File: config.mk
export PLATFORM = sky130hd
export DESIGN_NAME = pix_unpack
export DESIGN_NICKNAME = d
export VERILOG_FILES = /design/src/rtl/pix_pkg.sv /design/src/rtl/pix_slot_pick.sv /design/src/rtl/pix_color_map.sv /design/src/rtl/pix_line_len.sv /design/src/rtl/pix_unpack.sv
export SDC_FILE = /design/constraint.sdc
export NUM_CORES = 1
export LEC_CHECK = 0
export BUFFER_PORTS_ARGS = -buffer_cell sky130_fd_sc_hd__buf_2
export CELL_PAD_IN_SITES_DETAIL_PLACEMENT = 1
export CELL_PAD_IN_SITES_GLOBAL_PLACEMENT = 1
export CORE_MARGIN = 5
export CORE_UTILIZATION = 40
export CTS_BUF_LIST = sky130_fd_sc_hd__clkbuf_16
export DETAILED_ROUTE_END_ITERATION = 12
export PLACE_DENSITY = 0.8
export SYNTH_ARGS = -nofsm -noshare
export SYNTH_HDL_FRONTEND = slang
export SYNTH_HIERARCHICAL = 1
export SYNTH_SLANG_ARGS = --single-unit
File: constraint.sdc
create_clock -name clk -period 7.2 [get_ports clk]
set_input_delay 0 -clock clk [delete_from_list [all_inputs] [get_ports clk]]
set_output_delay 0 -clock clk [all_outputs]
set_load 0.01 [all_outputs]
File: src/rtl/pix_pkg.sv
package pix_pkg;

    localparam int WORD_W = 32;
    localparam int POS_W  = $clog2(WORD_W);
    localparam int CH_W   = 8;
    localparam int PIX_W  = 3 * CH_W;
    localparam int LG_W   = 3;

    typedef enum logic [2:0] {
        PM_1B  = 3'd0,
        PM_2B  = 3'd1,
        PM_4B  = 3'd2,
        PM_8B  = 3'd3,
        PM_16B = 3'd4,
        PM_32B = 3'd5,
        PM_565 = 3'd6,
        PM_12B = 3'd7
    } pix_mode_e;

    typedef enum logic [2:0] {
        CF_INDEX,
        CF_5551,
        CF_565,
        CF_444,
        CF_888
    } col_fmt_e;

    typedef struct packed {
        logic [LG_W-1:0] lg;    // log2 of element size in bits
        col_fmt_e        fmt;
        logic            swap;  // red taken from the high channel
    } decode_t;

    function automatic logic [CH_W-1:0] widen5(input logic [4:0] x);
        return {x, x[4:2]};
    endfunction

    function automatic logic [CH_W-1:0] widen6(input logic [5:0] x);
        return {x, x[5:4]};
    endfunction

    function automatic logic [CH_W-1:0] widen4(input logic [3:0] x);
        return {x, x};
    endfunction

    // Mode / variant / select pins to element size and colour format.
    function automatic decode_t pick_format(input pix_mode_e m, input logic later,
                                            input logic bgr, input logic [1:0] sel);
        decode_t d;
        d.lg   = 3'd4;
        d.fmt  = CF_INDEX;
        d.swap = bgr;
        case (m)
            PM_1B:  d.lg = 3'd0;
            PM_2B:  d.lg = 3'd1;
            PM_4B:  d.lg = 3'd2;
            PM_8B:  d.lg = 3'd3;
            PM_32B: begin
                d.lg  = 3'd5;
                d.fmt = CF_888;
            end
            default: begin
                d.lg = 3'd4;
                if (later) begin
                    case (m)
                        PM_16B:  d.fmt = CF_5551;
                        PM_565:  d.fmt = CF_565;
                        default: d.fmt = CF_444;
                    endcase
                end else begin
                    case (sel)
                        2'd1:    d.fmt = CF_5551;
                        2'd3: begin
                            d.fmt  = CF_565;
                            d.swap = 1'b1;
                        end
                        default: d.fmt = CF_565;
                    endcase
                end
            end
        endcase
        return d;
    endfunction

endpackage

File: src/rtl/pix_slot_pick.sv
module pix_slot_pick
    import pix_pkg::*;
(
    input  logic [WORD_W-1:0] word,
    input  logic [LG_W-1:0]   lg,
    input  logic [POS_W-1:0]  idx,
    input  logic              be_byte,
    input  logic              be_pix,
    output logic [WORD_W-1:0] elem
);

    logic [POS_W-1:0]  start;
    logic [POS_W-1:0]  low_mask;
    logic [POS_W-1:0]  pos;
    logic [WORD_W-1:0] field_mask;
    logic [WORD_W-1:0] shifted;

    always_comb begin
        // bit offset of slot idx in little-endian order (idx < 32 >> lg)
        start    = idx << lg;
        low_mask = POS_W'((1 << lg) - 1);
        if (be_byte) begin
            // mirror the whole word, keep element alignment
            pos = ~start & ~low_mask;
        end else if (be_pix) begin
            // mirror inside a byte only; zero effect for 8-bit and wider
            pos = start ^ (POS_W'(7) & ~low_mask);
        end else begin
            pos = start;
        end
        shifted = word >> pos;
        if (lg >= LG_W'(POS_W)) begin
            field_mask = '1;
        end else begin
            field_mask = (WORD_W'(1) << (1 << lg)) - WORD_W'(1);
        end
        elem = shifted & field_mask;
    end

endmodule

File: src/rtl/pix_color_map.sv
module pix_color_map
    import pix_pkg::*;
(
    input  logic [WORD_W-1:0] elem,
    input  col_fmt_e          fmt,
    input  logic              swap,
    output logic [PIX_W-1:0]  rgb
);

    logic [CH_W-1:0] ch_lo;
    logic [CH_W-1:0] ch_mid;
    logic [CH_W-1:0] ch_hi;
    logic [CH_W-1:0] red;
    logic [CH_W-1:0] blue;
    logic            unused_top;

    assign unused_top = ^elem[WORD_W-1:PIX_W];

    always_comb begin
        case (fmt)
            CF_5551: begin
                ch_lo  = widen5(elem[4:0]);
                ch_mid = widen5(elem[9:5]);
                ch_hi  = widen5(elem[14:10]);
            end
            CF_565: begin
                ch_lo  = widen5(elem[4:0]);
                ch_mid = widen6(elem[10:5]);
                ch_hi  = widen5(elem[15:11]);
            end
            CF_444: begin
                ch_lo  = widen4(elem[3:0]);
                ch_mid = widen4(elem[7:4]);
                ch_hi  = widen4(elem[11:8]);
            end
            CF_888: begin
                ch_lo  = elem[7:0];
                ch_mid = elem[15:8];
                ch_hi  = elem[23:16];
            end
            default: begin
                ch_lo  = '0;
                ch_mid = '0;
                ch_hi  = '0;
            end
        endcase
        red  = swap ? ch_hi : ch_lo;
        blue = swap ? ch_lo : ch_hi;
        rgb  = {red, ch_mid, blue};
    end

endmodule

File: src/rtl/pix_line_len.sv
module pix_line_len
    import pix_pkg::*;
#(
    parameter int WIDTH_W = 12
) (
    input  logic [2:0]         mode,
    input  logic [WIDTH_W-1:0] width,
    output logic [WIDTH_W+1:0] bytes_per_line
);

    localparam int LB_W = WIDTH_W + 2;

    logic [LB_W-1:0] w_ext;

    assign w_ext = LB_W'(width);

    always_comb begin
        case (pix_mode_e'(mode))
            PM_1B:   bytes_per_line = w_ext >> 3;
            PM_2B:   bytes_per_line = w_ext >> 2;
            PM_4B:   bytes_per_line = w_ext >> 1;
            PM_8B:   bytes_per_line = w_ext;
            PM_32B:  bytes_per_line = w_ext << 2;
            default: bytes_per_line = w_ext << 1;
        endcase
    end

endmodule

File: src/rtl/pix_unpack.sv
module pix_unpack
    import pix_pkg::*;
#(
    parameter int WIDTH_W = 12
) (
    input  logic               clk,
    input  logic               rst_n,
    input  logic               var_later,
    input  logic [2:0]         cfg_mode,
    input  logic               cfg_bgr,
    input  logic               cfg_be_byte,
    input  logic               cfg_be_pix,
    input  logic [1:0]         fmt_mux,
    input  logic [WIDTH_W-1:0] cfg_width,
    input  logic               in_valid,
    output logic               in_ready,
    input  logic [31:0]        in_data,
    output logic               out_valid,
    input  logic               out_ready,
    output logic [23:0]        out_pix,
    output logic               out_direct,
    output logic [WIDTH_W+1:0] line_bytes
);

    localparam int LB_W = WIDTH_W + 2;

    typedef struct packed {
        logic [WORD_W-1:0] word;
        logic [POS_W-1:0]  cnt;
        logic              full;
        logic [LB_W-1:0]   lbytes;
    } state_t;

    state_t st_d;
    state_t st_q;

    decode_t           dec;
    logic [POS_W-1:0]  last_idx;
    logic              at_last;
    logic [WORD_W-1:0] elem;
    logic [PIX_W-1:0]  rgb;
    logic [LB_W-1:0]   lb_calc;

    assign dec      = pick_format(pix_mode_e'(cfg_mode), var_later, cfg_bgr, fmt_mux);
    assign last_idx = POS_W'((WORD_W >> dec.lg) - 1);
    assign at_last  = (st_q.cnt == last_idx);

    pix_slot_pick u_pick (
        .word    (st_q.word),
        .lg      (dec.lg),
        .idx     (st_q.cnt),
        .be_byte (cfg_be_byte),
        .be_pix  (cfg_be_pix),
        .elem    (elem)
    );

    pix_color_map u_color (
        .elem (elem),
        .fmt  (dec.fmt),
        .swap (dec.swap),
        .rgb  (rgb)
    );

    pix_line_len #(.WIDTH_W(WIDTH_W)) u_len (
        .mode           (cfg_mode),
        .width          (cfg_width),
        .bytes_per_line (lb_calc)
    );

    assign in_ready   = !st_q.full || (out_ready && at_last);
    assign out_valid  = st_q.full;
    assign out_direct = (dec.fmt != CF_INDEX);
    assign out_pix    = out_direct ? rgb : {16'h0000, elem[7:0]};
    assign line_bytes = st_q.lbytes;

    always_comb begin
        st_d        = st_q;
        st_d.lbytes = lb_calc;
        if (in_valid && in_ready) begin
            st_d.word = in_data;
            st_d.cnt  = '0;
            st_d.full = 1'b1;
        end else if (st_q.full && out_ready) begin
            if (at_last) begin
                st_d.full = 1'b0;
                st_d.cnt  = '0;
            end else begin
                st_d.cnt = st_q.cnt + 1'b1;
            end
        end
    end

    always_ff @(posedge clk or negedge rst_n) begin
        if (!rst_n) begin
            st_q <= '0;
        end else begin
            st_q <= st_d;
        end
    end

    // a stalled pixel must not move
    a_r2_stall_hold: assert property (@(posedge clk) disable iff (!rst_n)
        (out_valid && !out_ready) |=> (out_valid && $stable(out_pix) && $stable(out_direct)));

    // no new word while a pixel is stalled
    a_r2_stall_blocks_input: assert property (@(posedge clk) disable iff (!rst_n)
        (out_valid && !out_ready) |-> !in_ready);

    // output only starts after an accepted word
    a_r1_valid_after_accept: assert property (@(posedge clk) disable iff (!rst_n)
        $rose(out_valid) |-> $past(in_valid));

    // indices never carry bits above the low byte
    a_r3_index_narrow: assert property (@(posedge clk) disable iff (!rst_n)
        (out_valid && !out_direct) |-> (out_pix[23:8] == 16'h0000));

    // 32-bit mode is always direct colour
    a_r6_wide_direct: assert property (@(posedge clk) disable iff (!rst_n)
        (out_valid && cfg_mode == 3'd5) |-> out_direct);

    // 8 bpp line length equals width
    a_r11_bytes_8bpp: assert property (@(posedge clk) disable iff (!rst_n)
        (cfg_mode == 3'd3) |=> (line_bytes == {2'b00, $past(cfg_width)}));

    // 32 bpp line length is four times width
    a_r11_bytes_32bpp: assert property (@(posedge clk) disable iff (!rst_n)
        (cfg_mode == 3'd5) |=> (line_bytes == {$past(cfg_width), 2'b00}));

endmodule

==> flow_metrics.env, run 1 <==
export IMPL_cap_violations=0
export IMPL_fin_crit_sh_pct=77.0
export IMPL_drtAntennaViolNets=0
export IMPL_syn_inst=989
export IMPL_power_leakage_nw=3.71
export IMPL_arrival_ps=5540
export IMPL_tritoncts="done"
export IMPL_die_area_um2=23300
export IMPL_wl_um=25500
export IMPL_area_growth_pct=4.84
export IMPL_netlist_area_um2=8140
export IMPL_antenna_found_initial=0
export IMPL_core_um2=20200
export IMPL_drive_gt1_share_pct=23.3
export IMPL_root_buffer="clkbuf_16"
export IMPL_routedWlPerCell_um=20.0
export IMPL_die_w_um=153
export IMPL_grt_max_degree=68
export IMPL_die_y_um=153
export IMPL_drt_initial_drc_count=624
export IMPL_cp_end_kind="output port"
export IMPL_synth_warnings=6
export IMPL_io_buffers=97
export IMPL_viasPerCell=6.26
export IMPL_max_slew_margin_rel_pct=23.3
export IMPL_critPathMaxFanout=45
export IMPL_powerDensity_nw_per_um2=200
export IMPL_cts_max_level=2
export IMPL_n_antenna_cell=0
export IMPL_nets=1067
export IMPL_setup_tns_final_ps=0
export IMPL_rows=52
export IMPL_start_util_pct=40.4
export IMPL_pin_count=98
export IMPL_numCtsBuffers=5
export IMPL_vias=7966
export IMPL_clk_path_buf_depth=2
export IMPL_clk_pin_slew_ps=80
export IMPL_grt_usage_pct=20.6
export IMPL_syn_mean_instance_area_um2=8.23
export IMPL_grt_overflow_total=0
export IMPL_clkLatencyLatePin_ps=300
export IMPL_finalMaxSlewViolations=0
export IMPL_crit_type="primary input to output port"
export IMPL_grt_pass1_wl_um=41500
export IMPL_timing_hold_ws_ps=1.31
export IMPL_tightest_slew_ps=1150
export IMPL_synth_nets=1053
export IMPL_critPathLaunchType="primary input"
export IMPL_gp_congestion=0.951
export IMPL_max_freq_ghz=0.180
export IMPL_post_cts_buffers=0
export IMPL_hold_viol_final=0
export IMPL_fin_crit_ps=5540
export IMPL_ir_worst_vdd_v=0.000165
export IMPL_status="complete, no violations"
export IMPL_grt_pass1_vias=7941
export IMPL_skew_ps=13.1
export IMPL_rsz0062_at_grt="false"
export IMPL_crit_required_ps=7200
export IMPL_drcViolationCount=0
export IMPL_hold_class="primary input to flop"
export IMPL_setup_viol=0
export IMPL_drt_pass1_iter_count=5
export IMPL_dp_hpwl_um=17900
export IMPL_cts_sinks=52
## path summary, 6_finish.rpt
check,from,end,slack [ps],cells past startpoint
worst min register to register,st_q[21],st_q[21],580,1
max in group asynchronous,rst_n,line_bytes[7],6340,3
worst max-delay path,cfg_mode[1],out_pix[1],1660,18
worst max register to register,st_q[15],st_q[37],4530,5
worst min-delay path,in_data[18],st_q[38],1,3
min in group asynchronous,rst_n,st_q[30],360,3
## stage by stage
step | utilization (%) | worst slack (ps) | instance area [µm²] | std cells | total power [W]
2_1_floorplan | - | 2530 | 8140 | 989 | 0.00124
3_3_place_gp | 41.5 | 1880 | 8360 | 1263 | 0.00141
3_5_place_dp | 41.5 | 1760 | 8360 | 1263 | 0.00144
4_1_cts | 42.3 | 1750 | 8540 | 1273 | 0.00170
5_1_grt | 42.3 | 1320 | 8540 | 1273 | 0.00182
6_report | 42.3 | 1660 | 8540 | 1273 | 0.00171
## final cells by class
type                    count  area, µm²
well taps                 270        338
inverters                  14       52.6
flip-flops and latches     52       1300
fillers                  2497      11600
multi-input cells         814       6070
repair buffers            116        636
clock inverters             2       16.3
clock buffers               5        125
## cells in the final DEF (no fill, tap or decap), types with 14 or more instances in the layout
master	count
a2111o_1	33
a21oi_1	22
a2bb2oi_1	24
a31oi_1	14
a32oi_1	21
and2_1	55
and3_1	39
buf_2	97
buf_4	16
dfrtp_1	52
inv_1	14
mux2_2	70
mux2i_1	91
nand2_1	82
nand3_1	15
nor2_1	83
o21ai_0	46
## timing repair
action,in CTS,in global routing
hold buffers,3,0
resized for setup,0,0
hold endpoints to repair,54,0
## critical path: stages
cell and delay, ps:
buf_2 560, a21boi_1 150, buf_4 240, or3_1 410, inv_1 70, ha_1 420, buf_4 390, mux2_2 380
a221oi_1 470, mux2i_1 300, and2_1 280, o31ai_1 410, a22oi_1 250, mux2_2 320, a221oi_1 360, a32oi_1 80
mux2_2 290, buf_2 140
## power breakdown
| part | leakage, nW | internal [W] | switching [W] |
|---|---|---|---|
| combinational | 3.11 | 0.000430 | 0.000627 |
| sequential | 0.526 | 0.000328 | 0.0000725 |
| clock | 0.0663 | 0.000129 | 0.000121 |
## flip-flops by register name (all words and copies together), names as in the netlist
register    count
line_bytes     14
out_valid       1
st_q           37
## layer usage
layer,global-route usage [%],vias up,routed length (µm)
met3,1.73,23,1060
met4,3.90,0,311
met2,34.8,233,12200
li1,-,3744,-
met5,0,-,0
met1,29.1,3966,11900
No activity file was read; power rests on OpenSTA's default activity.
==> run 2, diff against run 1 <==
Clock period 7.2 ns to 5.5 ns, I/O delays scaled along.
==> flow_metrics.env, run 2 (synthesis results as in run 1) <==
export IMPL_drive_gt1_share_pct=23.7
export IMPL_fin_crit_sh_pct=92.1
export IMPL_r2r_slack_ps=2900
export IMPL_drtAntennaViolNets=0
export IMPL_die_w_um=153
export IMPL_hold_class="primary input to flop"
export IMPL_routedWlPerCell_um=19.8
export IMPL_core_um2=20200
export IMPL_power_leakage_nw=3.76
export IMPL_max_slew_margin_rel_pct=29.2
export IMPL_skew_ps=4.01
export IMPL_grt_busiest_layer="met2"
export IMPL_ir_worst_vdd_v=0.000176
export IMPL_critPathLaunchType="flop"
export IMPL_max_freq_ghz=0.197
export IMPL_cts_sinks=52
export IMPL_cts_max_level=2
export IMPL_hold_viol_final=0
export IMPL_wl_um=25400
export IMPL_largest_reg_flops=37
export IMPL_crit_type="flop to output port"
export IMPL_crit_required_ps=5500
export IMPL_clk_path_buf_depth=2
export IMPL_p_clk_share_pct=13.7
export IMPL_drt_pass1_iter_count=6
export IMPL_tightest_slew_ps=1060
export IMPL_finalMaxSlewViolations=0
export IMPL_grt_overflow_total=0
export IMPL_die_area_um2=23300
export IMPL_nets=1078
export IMPL_arrival_ps=5070
export IMPL_root_buffer="clkbuf_16"
export IMPL_clk_pin_slew_ps=70
export IMPL_tritoncts="done"
export IMPL_rows=52
export IMPL_p_switching_w=0.00106
export IMPL_cap_violations=0
export IMPL_fin_crit_ps=5070
export IMPL_final_cell_mix="97 x buf_2, 91 x mux2i_1, 83 x nor2_1"
export IMPL_p_comb_share_pct=62.8
export IMPL_start_util_pct=40.4
export IMPL_viasPerCell=6.24
export IMPL_gp_congestion=0.902
export IMPL_clkLatencyLatePin_ps=300
export IMPL_use_met1_pct=29.1
export IMPL_critPathMaxFanout=16
export IMPL_grt_max_degree=68
export IMPL_p_sw_share_pct=47.6
export IMPL_post_place_ws_ps=872
export IMPL_grt_pass1_wl_um=42200
export IMPL_die_y_um=153
export IMPL_powerDensity_nw_per_um2=258
export IMPL_setup_tns_final_ps=0
export IMPL_grt_usage_pct=21.0
export IMPL_critPathLaunch="st_q[15]"
export IMPL_rsz0062_at_grt="false"
export IMPL_status="complete, no violations"
export IMPL_drcViolationCount=0
export IMPL_top_register="st_q"
export IMPL_setup_viol=0
export IMPL_cp_end_kind="output port"
export IMPL_vias=8024
export IMPL_placed_area_um2=8430
export IMPL_numCtsBuffers=5
export IMPL_grt_pass1_vias=7964
export IMPL_n_antenna_cell=0
export IMPL_total_power_w=0.00223
export IMPL_finalCoreUtilization_pct=42.7
export IMPL_setup_slack_ps=433
export IMPL_intPower_w=0.00117
export IMPL_grt_use_met3_pct=1.85
export IMPL_holdPathStages=3
export IMPL_io_buffers=97
export IMPL_drt_initial_drc_count=695
export IMPL_antenna_found_initial=0
export IMPL_area_growth_pct=5.86
export IMPL_final_common_cell="buf_2"
export IMPL_r2r_cells=5
export IMPL_hp_start="in_data[26]"
export IMPL_met2_usage_pct=35.5
export IMPL_r2r_start="st_q[15]"
export IMPL_dp_hpwl_um=18200
export IMPL_post_cts_buffers=0
export IMPL_p_seq_share_pct=23.5
export IMPL_pin_count=98
export IMPL_stdcell_area_um2=8620
[run 2: changes by cell type in the layout (fill, tap and decap cells not counted), sizes merged]
cell	before	now
buf	113	122
dlygate4sd3	3	5
clkinv	0	1
clkinvlp	1	0
inv	15	16
[run 2: final timing paths]
kind / endpoint
setup / recovery: out_pix[2]
hold / removal: st_q[46]
setup reg to reg: st_q[24]
hold reg to reg: st_q[21]
max in group asynchronous: st_q[19]
min in group asynchronous: st_q[33]
[run 2: per-layer routing]
layer	vias to the layer above	wire [µm]
li1	3772	-
met2	221	12100
met3	37	937
met1	3994	11900
met5	-	0
met4	0	492
[run 2: area by class of cell]
cell class | count | area [µm²]
multi-input cells | 814 | 6070
clock inverters | 3 | 11.3
clock buffers | 5 | 125
flip-flops and latches | 52 | 1300
repair buffers | 127 | 723
well taps | 270 | 338
inverters | 14 | 52.6
fillers | 2495 | 11600
[run 2: timing repair]
item | CTS | global route
resized for setup | 0 | 0
hold endpoints to repair | 56 | 0
hold buffers | 5 | 0
[run 2: per-stage QoR]
step / hold slack (ps) / std cells
final: 6.19 / 1285
after global routing: 7.03 / 1285
after CTS: 3.93 / 1285
after detailed placement: 187 / 1272
after global placement: 180 / 1272
after floorplan: -296 / 989
[run 2: power groups by stage]
stage	combinational, W	sequential (W)	clock (W)
6_report	0.00140	0.000523	0.000305
5_1_grt	0.00152	0.000532	0.000334
4_1_cts	0.00138	0.000520	0.000316
3_5_place_dp	0.00137	0.000527	0
3_3_place_gp	0.00134	0.000522	0
2_1_floorplan	0.00112	0.000494	0
[run 2: worst max-delay path, stage by stage, from the launching register on]
cell and delay (ps):
dfrtp_1 550, nor4b_4 280, inv_1 70, ha_1 510
buf_4 360, mux2i_1 220, a2bb2oi_1 190, o21ai_0 230
mux2i_1 330, nand2_1 90, a32oi_1 270, o21ai_0 390
mux2_2 410, a211oi_2 300, a32oi_1 100, mux2_2 290
buf_2 140
==> run 3, diff against run 2 <==
Clock period 5.5 ns to 6.05 ns, I/O delays scaled along.
==> flow_metrics.env, run 3 (synthesis results as in run 1) <==
export IMPL_status="complete, no violations"
export IMPL_setup_tns_final_ps=0
export IMPL_power_leakage_nw=3.76
export IMPL_tritoncts="done"
export IMPL_pin_count=98
export IMPL_cts_resized_gates=0
export IMPL_rows=52
export IMPL_cts_sinks=52
export IMPL_numCtsBuffers=5
export IMPL_root_buffer="clkbuf_16"
export IMPL_routedWlPerCell_um=20.5
export IMPL_tightest_slew_ps=1170
export IMPL_largest_reg_flops=37
export IMPL_drt_initial_drc_count=670
export IMPL_antenna_found_initial=0
export IMPL_ctsHoldBuffers=4
export IMPL_vias=8072
export IMPL_io_buffers=97
export IMPL_crit_type="primary input to output port"
export IMPL_finalMaxSlewViolations=0
export IMPL_nFillCells=2519
export IMPL_hold_viol_final=0
export IMPL_die_area_um2=23300
export IMPL_critPathLaunchType="primary input"
export IMPL_powerDensity_nw_per_um2=243
export IMPL_gp_congestion=0.982
export IMPL_die_y_um=153
export IMPL_grt_overflow_total=0
export IMPL_clkLatencyLatePin_ps=300
export IMPL_fin_crit_ps=5390
export IMPL_critPathMaxFanout=34
export IMPL_core_um2=20200
export IMPL_drtAntennaViolNets=0
export IMPL_setup_slack_ps=661
export IMPL_fin_crit_sh_pct=89.1
export IMPL_ir_worst_vdd_v=0.000147
export IMPL_cap_violations=0
export IMPL_drt_pass1_iter_count=5
export IMPL_regArea_um2=1300
export IMPL_top_register="st_q"
export IMPL_drive_gt1_share_pct=23.9
export IMPL_max_slew_margin_rel_pct=21.8
export IMPL_drcViolationCount=0
export IMPL_grt_max_degree=68
export IMPL_cp_end_kind="output port"
export IMPL_nets=1075
export IMPL_post_place_ws_ps=709
export IMPL_post_cts_buffers=0
export IMPL_viasPerCell=6.30
export IMPL_final_cell_mix="97 x buf_2, 91 x mux2i_1, 83 x nor2_1"
export IMPL_n_antenna_cell=0
export IMPL_start_util_pct=40.4
export IMPL_die_w_um=153
export IMPL_final_common_cell="buf_2"
export IMPL_dp_hpwl_um=18400
export IMPL_skew_ps=9.67
export IMPL_clk_path_buf_depth=2
export IMPL_grt_pass1_wl_um=43200
export IMPL_cts_max_level=2
export IMPL_clk_pin_slew_ps=80
export IMPL_rsz0062_at_grt="false"
export IMPL_crit_required_ps=6050
export IMPL_arrival_ps=5390
export IMPL_wl_um=26300
export IMPL_hold_class="primary input to flop"
export IMPL_area_growth_pct=5.93
export IMPL_grt_pass1_vias=8201
export IMPL_multi_input_area_um2=6070
export IMPL_setup_viol=0
export IMPL_max_freq_ghz=0.186
export IMPL_grt_usage_pct=21.6
[run 3: cell count changes in the layout (fill, tap and decap cells not counted), sizes merged]
cell         previous run  this run
dlygate4sd3             5         4
buf                   122       120
bufinv                  0         1
inv                    16        14
clkinvlp                0         1
[run 3: layer usage]
layer | wire (µm) | track usage [%]
met4 | 569 | 6.28
met3 | 1100 | 2.95
met1 | 12000 | 29.1
met2 | 12700 | 36.0
met5 | 0 | 0
[run 3: path summary, 6_finish.rpt]
kind | from | end | slack (ps) | cells after the start
setup reg to reg | st_q[15] | st_q[20] | 3410 | 5
max in group asynchronous | rst_n | line_bytes[10] | 5180 | 3
hold reg to reg | st_q[21] | st_q[21] | 560 | 1
hold / removal | in_data[20] | st_q[40] | 8 | 3
min in group asynchronous | rst_n | st_q[31] | 370 | 3
setup / recovery | cfg_mode[0] | out_pix[4] | 660 | 19
[run 3: worst max-delay path, cell delays in order]
cell and delay [ps]:
buf_2 510, a21boi_1 500, buf_4 310, nand2_1 80, ha_1 250, xnor2_1 160
ha_1 280, a2bb2oi_1 240, o21a_1 540, buf_4 320, nand2_1 220, o22ai_1 280
o21ai_1 110, a221oi_2 630, nor4bb_1 420, a221oi_2 80, a32oi_1 170, mux2_2 170
buf_2 120
[run 3: area by class of cell]
cell class	count	area share [%]
clock inverter	3	0.493
inverter	14	0.609
tap	270	3.92
sequential	52	15.1
timing repair buffer	124	8.10
multi-input combinational	814	70.3
clock buffer	5	1.45
[run 3: power breakdown]
part / switching [W] / internal [W] / total, W
sequential: 0.0000898 / 0.000391 / 0.000481
combinational: 0.000758 / 0.000518 / 0.00128
clock: 0.000142 / 0.000195 / 0.000337
[run 3: through the flow]
stage               cell area [µm²]  hold slack [ps]  power [W]  cells  utilization, %
finish                         8620             7.55    0.00209   1282            42.8
global route                   8620             28.2    0.00224   1282            42.8
CTS                            8620             9.69    0.00209   1282            42.8
detailed placement             8420              196    0.00174   1270            41.7
global placement               8420              179    0.00169   1270            41.7
floorplan                      8140             -296    0.00147    989               -
